File: src/rtl/ifu_pkg.sv
package ifu_pkg;
  typedef struct packed {
    logic clrCnt;
    logic takeOp;
    logic takeBody;
    logic commit;
    logic fail;
    logic acceptLoad;
  } ifuStrobe_t;
endpackage

File: src/rtl/ifu_ctrl.sv
module ifu_ctrl
  import ifu_pkg::*;
(
  input  logic       clk,
  input  logic       rstN,
  input  logic       fetchStart,
  input  logic       ipLoad,
  input  logic       memMark,
  input  logic       cntZero,
  input  logic       cntAtMax,
  input  logic       lenOk,
  output ifuStrobe_t str,
  output logic       memRead,
  output logic       busy
);
  typedef enum logic [1:0] {S_IDLE, S_REQ, S_CHK} state_t;
  state_t state, stateNext;

  always_comb begin
    str = '0;
    memRead = 1'b0;
    stateNext = state;
    unique case (state)
      S_IDLE: begin
        str.acceptLoad = ipLoad;
        if (fetchStart) begin
          str.clrCnt = 1'b1;
          stateNext = S_REQ;
        end
      end
      S_REQ: begin
        memRead = 1'b1;
        stateNext = S_CHK;
      end
      S_CHK: begin
        if (cntZero) begin
          if (memMark) begin
            str.takeOp = 1'b1;
            stateNext = S_REQ;
          end else begin
            str.fail = 1'b1;
            stateNext = S_IDLE;
          end
        end else if (memMark) begin
          str.commit = lenOk;
          str.fail = !lenOk;
          stateNext = S_IDLE;
        end else if (cntAtMax) begin
          str.fail = 1'b1;
          stateNext = S_IDLE;
        end else begin
          str.takeBody = 1'b1;
          stateNext = S_REQ;
        end
      end
      default: stateNext = S_IDLE;
    endcase
  end

  always_ff @(posedge clk) begin
    if (!rstN) state <= S_IDLE;
    else       state <= stateNext;
  end

  assign busy = (state != S_IDLE);

  AST_READ_SPACED: assert property (@(posedge clk) disable iff (!rstN)
    memRead |=> !memRead) else $error("read issued back to back");
  AST_NO_LOAD_BUSY: assert property (@(posedge clk) disable iff (!rstN)
    busy |-> !str.acceptLoad) else $error("pointer load accepted while busy");
endmodule

File: src/rtl/ifu_datapath.sv
module ifu_datapath
  import ifu_pkg::*;
#(
  parameter int ADDR_W     = 17,
  parameter int CHAR_W     = 6,
  parameter int ADDR_CHARS = 5,
  parameter int IO_CHARS   = 3,
  parameter logic [(1<<CHAR_W)-1:0] IO_OP_MASK = 64'h0000_0010_0010_0000,
  parameter logic [ADDR_W-1:0] RESET_IP = '0
)(
  input  logic                         clk,
  input  logic                         rstN,
  input  ifuStrobe_t                   str,
  input  logic [ADDR_W-1:0]            ipLoadValue,
  input  logic [CHAR_W-1:0]            memChar,
  output logic [ADDR_W-1:0]            memAddr,
  output logic                         cntZero,
  output logic                         cntAtMax,
  output logic                         lenOk,
  output logic [ADDR_W-1:0]            ip,
  output logic                         instValid,
  output logic                         lenError,
  output logic [CHAR_W-1:0]            instOp,
  output logic [ADDR_CHARS*CHAR_W-1:0] instAddrA,
  output logic [ADDR_CHARS*CHAR_W-1:0] instAddrB,
  output logic [CHAR_W-1:0]            instMod
);
  localparam int BODY_CHARS = 2 * ADDR_CHARS + 1;
  localparam int MAX_CHARS  = BODY_CHARS + 1;
  localparam int CNT_W      = $clog2(MAX_CHARS + 1);
  localparam int FIELD_W    = ADDR_CHARS * CHAR_W;

  logic [ADDR_W-1:0] ipReg;
  logic [CNT_W-1:0]  cntReg;
  logic [CHAR_W-1:0] opReg;
  logic [CHAR_W-1:0] body [BODY_CHARS];

  logic isIo, hasA, hasB, hasMod;
  int aLen, nBody;
  logic [FIELD_W-1:0] fullA, ioA, fullB, ioB, newA, newB;
  logic [CHAR_W-1:0] newMod;

  assign isIo     = IO_OP_MASK[opReg];
  assign memAddr  = ipReg + ADDR_W'(cntReg);
  assign cntZero  = (cntReg == '0);
  assign cntAtMax = (cntReg == CNT_W'(MAX_CHARS));
  assign ip       = ipReg;

  always_comb begin
    aLen   = isIo ? IO_CHARS : ADDR_CHARS;
    nBody  = int'(cntReg) - 1;
    hasA   = (nBody >= aLen);
    hasB   = (nBody >= aLen + ADDR_CHARS);
    hasMod = (nBody == aLen + 1) || (nBody == aLen + ADDR_CHARS + 1);
    lenOk  = (nBody == 0) || (nBody == aLen) || hasMod || (nBody == aLen + ADDR_CHARS);
  end

  always_comb begin
    fullA = '0; ioA = '0; fullB = '0; ioB = '0; newMod = '0;
    for (int i = 0; i < ADDR_CHARS; i++) begin
      fullA[(ADDR_CHARS-1-i)*CHAR_W +: CHAR_W] = body[i];
      fullB[(ADDR_CHARS-1-i)*CHAR_W +: CHAR_W] = body[ADDR_CHARS+i];
      ioB[(ADDR_CHARS-1-i)*CHAR_W +: CHAR_W]   = body[IO_CHARS+i];
    end
    for (int i = 0; i < IO_CHARS; i++)
      ioA[(IO_CHARS-1-i)*CHAR_W +: CHAR_W] = body[i];
    for (int i = 0; i < BODY_CHARS; i++)
      if (i == nBody - 1) newMod = body[i];
    newA = isIo ? ioA : fullA;
    newB = isIo ? ioB : fullB;
  end

  always_ff @(posedge clk) begin
    if (!rstN) begin
      ipReg     <= RESET_IP;
      cntReg    <= '0;
      opReg     <= '0;
      instValid <= 1'b0;
      lenError  <= 1'b0;
      instOp    <= '0;
      instAddrA <= '0;
      instAddrB <= '0;
      instMod   <= '0;
      for (int i = 0; i < BODY_CHARS; i++) body[i] <= '0;
    end else begin
      if (str.clrCnt) cntReg <= '0;
      else if (str.takeOp || str.takeBody) cntReg <= cntReg + CNT_W'(1);
      if (str.takeOp) opReg <= memChar;
      for (int i = 0; i < BODY_CHARS; i++)
        if (str.takeBody && cntReg == CNT_W'(i + 1)) body[i] <= memChar;
      instValid <= str.commit;
      lenError  <= str.fail;
      if (str.commit) begin
        instOp <= opReg;
        if (hasA)   instAddrA <= newA;
        if (hasB)   instAddrB <= newB;
        if (hasMod) instMod   <= newMod;
        ipReg <= ipReg + ADDR_W'(cntReg);
      end else if (str.acceptLoad) begin
        ipReg <= ipLoadValue;
      end
    end
  end

  AST_ONE_RESULT: assert property (@(posedge clk) disable iff (!rstN)
    !(instValid && lenError)) else $error("valid and error together");
  AST_VALID_PULSE: assert property (@(posedge clk) disable iff (!rstN)
    instValid |=> !instValid) else $error("valid longer than one cycle");
  AST_IP_HOLD: assert property (@(posedge clk) disable iff (!rstN)
    (!str.commit && !str.acceptLoad) |=> $stable(ipReg)) else $error("pointer moved");
  AST_CNT_BOUND: assert property (@(posedge clk) disable iff (!rstN)
    cntReg <= CNT_W'(MAX_CHARS)) else $error("count past limit");
endmodule

File: src/rtl/ifu_fetch_unit.sv
module ifu_fetch_unit
  import ifu_pkg::*;
#(
  parameter int ADDR_W     = 17,
  parameter int CHAR_W     = 6,
  parameter int ADDR_CHARS = 5,
  parameter int IO_CHARS   = 3,
  parameter logic [(1<<CHAR_W)-1:0] IO_OP_MASK = 64'h0000_0010_0010_0000,
  parameter logic [ADDR_W-1:0] RESET_IP = '0
)(
  input  logic                         clk,
  input  logic                         rstN,
  input  logic                         fetchStart,
  input  logic                         ipLoad,
  input  logic [ADDR_W-1:0]            ipLoadValue,
  output logic                         memRead,
  output logic [ADDR_W-1:0]            memAddr,
  input  logic [CHAR_W-1:0]            memChar,
  input  logic                         memMark,
  output logic                         busy,
  output logic                         instValid,
  output logic                         lenError,
  output logic [CHAR_W-1:0]            instOp,
  output logic [ADDR_CHARS*CHAR_W-1:0] instAddrA,
  output logic [ADDR_CHARS*CHAR_W-1:0] instAddrB,
  output logic [CHAR_W-1:0]            instMod,
  output logic [ADDR_W-1:0]            ip
);
  ifuStrobe_t str;
  logic cntZero, cntAtMax, lenOk;

  ifu_ctrl u_ctrl (
    .clk(clk), .rstN(rstN), .fetchStart(fetchStart), .ipLoad(ipLoad),
    .memMark(memMark), .cntZero(cntZero), .cntAtMax(cntAtMax), .lenOk(lenOk),
    .str(str), .memRead(memRead), .busy(busy)
  );

  ifu_datapath #(
    .ADDR_W(ADDR_W), .CHAR_W(CHAR_W), .ADDR_CHARS(ADDR_CHARS),
    .IO_CHARS(IO_CHARS), .IO_OP_MASK(IO_OP_MASK), .RESET_IP(RESET_IP)
  ) u_dp (
    .clk(clk), .rstN(rstN), .str(str), .ipLoadValue(ipLoadValue),
    .memChar(memChar), .memAddr(memAddr), .cntZero(cntZero),
    .cntAtMax(cntAtMax), .lenOk(lenOk), .ip(ip), .instValid(instValid),
    .lenError(lenError), .instOp(instOp), .instAddrA(instAddrA),
    .instAddrB(instAddrB), .instMod(instMod)
  );
endmodule

File: config.mk
export PLATFORM = sky130hd
export DESIGN_NAME = ifu_fetch_unit
export DESIGN_NICKNAME = d
export VERILOG_FILES = /design/src/rtl/ifu_pkg.sv /design/src/rtl/ifu_ctrl.sv /design/src/rtl/ifu_datapath.sv /design/src/rtl/ifu_fetch_unit.sv
export SDC_FILE = /design/constraint.sdc
export NUM_CORES = 1
export LEC_CHECK = 0
export BUFFER_PORTS_ARGS = -buffer_cell sky130_fd_sc_hd__buf_2
export CORE_ASPECT_RATIO = 0.6
export CORE_UTILIZATION = 30
export DETAILED_ROUTE_END_ITERATION = 10
export GPL_TIMING_DRIVEN = 0
export MAX_ROUTING_LAYER = met4
export SYNTH_ARGS = -nofsm -noshare
export SYNTH_HDL_FRONTEND = slang
export SYNTH_HIERARCHICAL = 1
export SYNTH_SLANG_ARGS = --single-unit
File: constraint.sdc
create_clock -name clk -period 3.67 [get_ports clk]
set_input_delay 0.5505 -clock clk [delete_from_list [all_inputs] [get_ports clk]]
set_output_delay 0.5505 -clock clk [all_outputs]
set_load 0.005 [all_outputs]
==> impl_results.md <==
- Max incr delay on CP: approximately 0.35 ns
- Netlist cell types: 77
- Synth Area per Inst: between 9 and 10 um^2
- Fin. Hold Viols: 0
- CTS Hold Bufs: 0
- Placer Congestion: around 0.95
- Synth cell count leaders: nor2_1, dfxtp_1, mux2i_1
- Setup crit end kind: register
- PD cells: about 390 nW/um^2
- Met2 Use GR: approximately 28%
- Psw: ~1.1 mW
- Int Pwr: between 3 and 4 mW
- Met3 Usage GRT: approximately 6.3%
- Layout Utilization: between 30% and 40%
- Clock Sinks: 170
- Post-synthesis adder-cell area fraction: 2.31%
- Post-Syn Instances: 894
- TritonCTS clock tree: yes
- Warning count from the yosys run: 6
- Hold Startpoint: rstN
- Grt total ovfl: 0
- Drt first pass iters: 5
- WL final: a little over 30,000 um
- Routed Antenna Nets: 0
- Reg2Reg Launch Point: u_dp/cntReg[0]$_SDFFE_PP0P_
- Post-layout nets: ~1,100
- Startpoint types: register
- Met1 usage: between 30% and 40%
- Slowest stage cell on the critical path: dfxtp_4
- Max Fclk: about 0.27 GHz
- Area grow syn2layout: 25.3%
- Synth Area in XOR/XNOR: under 10%
- Top post-synthesis cells by area: dfxtp_1, edfxtp_1, mux2i_1, nor2_1, a211oi_1
- Period utilization: between 90 and 100%
- Multi-input gate area: approximately 4200 um^2
- Switching fraction of total power: 26.0%
- Hold Crit Class: input port to register
- Horiz. Die Dim: around 220 um
- CTS Buffer Depth: 2
- Asr flop ratio synth: 0%
- Starting DRC count in detailed routing: 691
- Sequential group share of total power: about 50%
- Cell Area, Synth: ~8500 um^2
- Post-route minimum period: around 3.6 ns
- Clock share of power: a little over two fifths
- CP Buf/Inv Count: 6
- Total number of vias: ~7,700
- Max Cap Viol: 0
- Delay-heaviest family, CP: compound AO/OA/AOI/OAI gates
- Initial antenna violation count: 0
- CP Cell Sequence: buf_8 -> clkinvlp_4 -> ha_4 -> xnor2_4 -> inv_4 -> ha_4 -> a22oi_2 -> o22a_1 -> nor2_1 -> nor4bb_2 -> buf_4 -> nand2b_4 -> nor4_4 -> buf_4 -> a21o_1 -> buf_6 -> a41oi_1 -> o21ai_1 -> a21oi_1 -> a211oi_2
- RSZ-0062 raised after global routing: true
- Post-synth top flop: dfxtp_1
- Residual DRC count: 0
- Placed cell area: just under 10,000 um^2
- ANT cells: 0
- Chip height: 132 um
- Layout cell share with drive strength beyond 1: roughly a quarter
- First-pass GRT wire length: roughly 45,000 um
- Leading area contributor after synthesis: dfxtp_1
- Count leader, synth: nor2_1
- Storage cell area: 4070 um^2
- Grt peak-use layer: met1
- Leak: 4.04 nW
- Final instance area: 10,600 um^2
- # rows: 47
- Worst endpoint required time: about 4 ns
- Clk root buf: clkbuf_16
- Setup violators final: 0
- Simple-Gate Fraction of Synth Area: roughly 19%
- Largest family of logic cells by synthesized area: simple AND/OR/NAND/NOR gates
- Combinational power share: 6.1%
- Post-synthesis mux area share: 8.64%
- Synthesis-stage register bit count: 170
- Die area: just under 30,000 um^2
- Fill count: between 2,000 and 3,000
- Synth Area in Compound Gates: between 10% and 20%
- Critical setup path kind: register to register
- Gr usage total: a little over a fifth
- Number of flops mapped to enable cells by yosys: between 60 and 70
- Synth top area share: about a quarter
- Number of buffers created by CTS: 17
- Starting Density: 30.6%
- Vias/cell: 5.30
- Sequential-to-total area share from yosys stat: about half
- Drt wl/cell: about 21 um
- Clock Pin Slew Worst Setup and Hold Paths: around 0.070 ns
- Syn nets: between 900 and 1,000
- Core area: 27,600 um^2
- Final Max Tran Viols: 0
- Vias in the first global route: about 7,300
- Worst vdd ir: roughly 0.23 mV
- Buffers on Ports: 137
- Status: finished clean
- Tot Pwr: slightly above 4 mW
- Detail Placement HPWL: roughly 23,000 um
- Crit. Startpoint: u_dp/cntReg[0]$_SDFFE_PP0P_
- Ports: 138
- Setup Skew: 0.0207 ns
- Headroom to the max-slew limit: a little under two fifths
- H-tree levels: 4
- Worst slew pin tran: 0.929 ns
- Worst-Skew Late Latency: between 0.4 and 0.5 ns
- WP data arrival: 3.99 ns
- Largest net degree at the start of global routing: 18
- CP Max Fanout: 8
[power by group through the flow]
stage | clock [mW] | combinational [mW] | sequential, mW
6_report | 1.82 | 0.251 | 2.06
5_1_grt | 1.93 | 0.270 | 2.06
4_1_cts | 1.86 | 0.244 | 2.05
3_5_place_dp | 0 | 0.239 | 2.10
3_3_place_gp | 0 | 0.236 | 2.10
2_1_floorplan | 0 | 0.138 | 2.07
[what timing repair did]
action                                  in CTS  in global routing
endpoints found under the setup margin     126                122
resized for setup                           31                 29
buffers inserted                            12                  9
pin swaps                                    5                 11
[layout by cell type, fill, tap and decap left out, types with 4 or more instances in the layout]
cell	count
nand3_1	32
a31oi_1	7
buf_2	147
xor2_1	10
and2_1	5
o211ai_1	6
inv_8	4
clkbuf_2	6
edfxtp_1	66
and3_1	4
buf_4	25
a211oi_1	59
dfxtp_1	101
mux2i_1	73
nor4_1	4
nand2_1	60
ha_1	10
ha_4	4
nor3_1	13
nand2b_1	7
o21ai_0	18
clkinvlp_4	5
and4_1	4
inv_1	24
nor2b_1	4
o21ai_1	4
xnor2_1	8
a21oi_1	31
nor2_1	165
nand4_1	7
a21o_1	5
clkbuf_1	35
or3_1	9
inv_6	5
o22a_1	4
clkbuf_16	17
[worst paths after layout]
check | endpoint | slack, ns | cells past startpoint
min | u_ctrl/state[1]$_SDFFE_PN0P_ | 0.35 | 2
max reg2reg | u_dp/instMod[0]$_SDFFE_PN0P_ | 0.03 | 20
min reg2reg | u_dp/instAddrA[20]$_SDFFE_PN0P_ | 0.45 | 2
max | u_dp/instMod[0]$_SDFFE_PN0P_ | 0.03 | 20
[kinds of logic (layout without fill, tap and decap cells)]
| kind of cell | count (synthesis) | in the layout |
|---|---|---|
| mux | 73 | 73 |
| fa+ha+maj | 15 | 15 |
| buf+inv | 93 | 282 |
| xor+xnor | 21 | 21 |
| compound gates | 180 | 180 |
| flops | 170 | 170 |
| simple gates | 342 | 342 |
[worst reg2reg max path: stages (launching register included)]
cell,delay [ns]
dfxtp_4,0.35
buf_8,0.09
clkinvlp_4,0.14
ha_4,0.22
xnor2_4,0.22
inv_4,0.08
ha_4,0.29
a22oi_2,0.07
o22a_1,0.22
nor2_1,0.11
nor4bb_2,0.22
buf_4,0.17
nand2b_4,0.07
nor4_4,0.24
buf_4,0.18
a21o_1,0.13
buf_6,0.14
a41oi_1,0.12
o21ai_1,0.16
a21oi_1,0.09
a211oi_2,0.22
[area by class of cell]
class / instances / area share (%)
Tap cell: 367 / 4.34
Clock inverter: 15 / 1.45
Clock buffer: 17 / 4.02
Multi-Input combinational cell: 631 / 39.6
Buffer: 63 / 3.01
Inverter: 29 / 1.12
Sequential cell: 170 / 38.5
Timing Repair Buffer: 158 / 7.96
[flip-flops by register name (all words and copies together) (netlist names), 2 cells and up]
name / flops
u_dp/body: 66
u_dp/instAddrA: 30
u_dp/instAddrB: 30
u_dp/ip: 17
u_dp/instMod: 6
u_dp/instOp: 6
u_dp/opReg: 6
u_dp/cntReg: 4
u_ctrl/state: 2
[through the flow]
| stage | hold slack, ns | cells | TNS, ns | setup slack [ns] |
|---|---|---|---|---|
| finish | 0.347 | 1450 | 0 | 0.0303 |
| detailed placement | 0.448 | 1398 | -60.17 | -0.980 |
| floorplan | 0.448 | 894 | 0 | 0.0324 |
| CTS | 0.329 | 1442 | 0 | 0.0108 |
| global route | 0.355 | 1450 | -0.269 | -0.0828 |
| global placement | 0.438 | 1398 | -58.66 | -0.990 |
[layer usage]
metal | wire length (um) | share of wire, % | vias to the layer above
li1 | - | - | 3587
met1 | 14900 | 49 | 3731
met2 | 12100 | 40 | 349
met3 | 3090 | 10 | 17
met4 | 191 | 0.63 | 0
met5 | 0 | 0 | -
No activity file was read; power rests on OpenSTA's default activity.
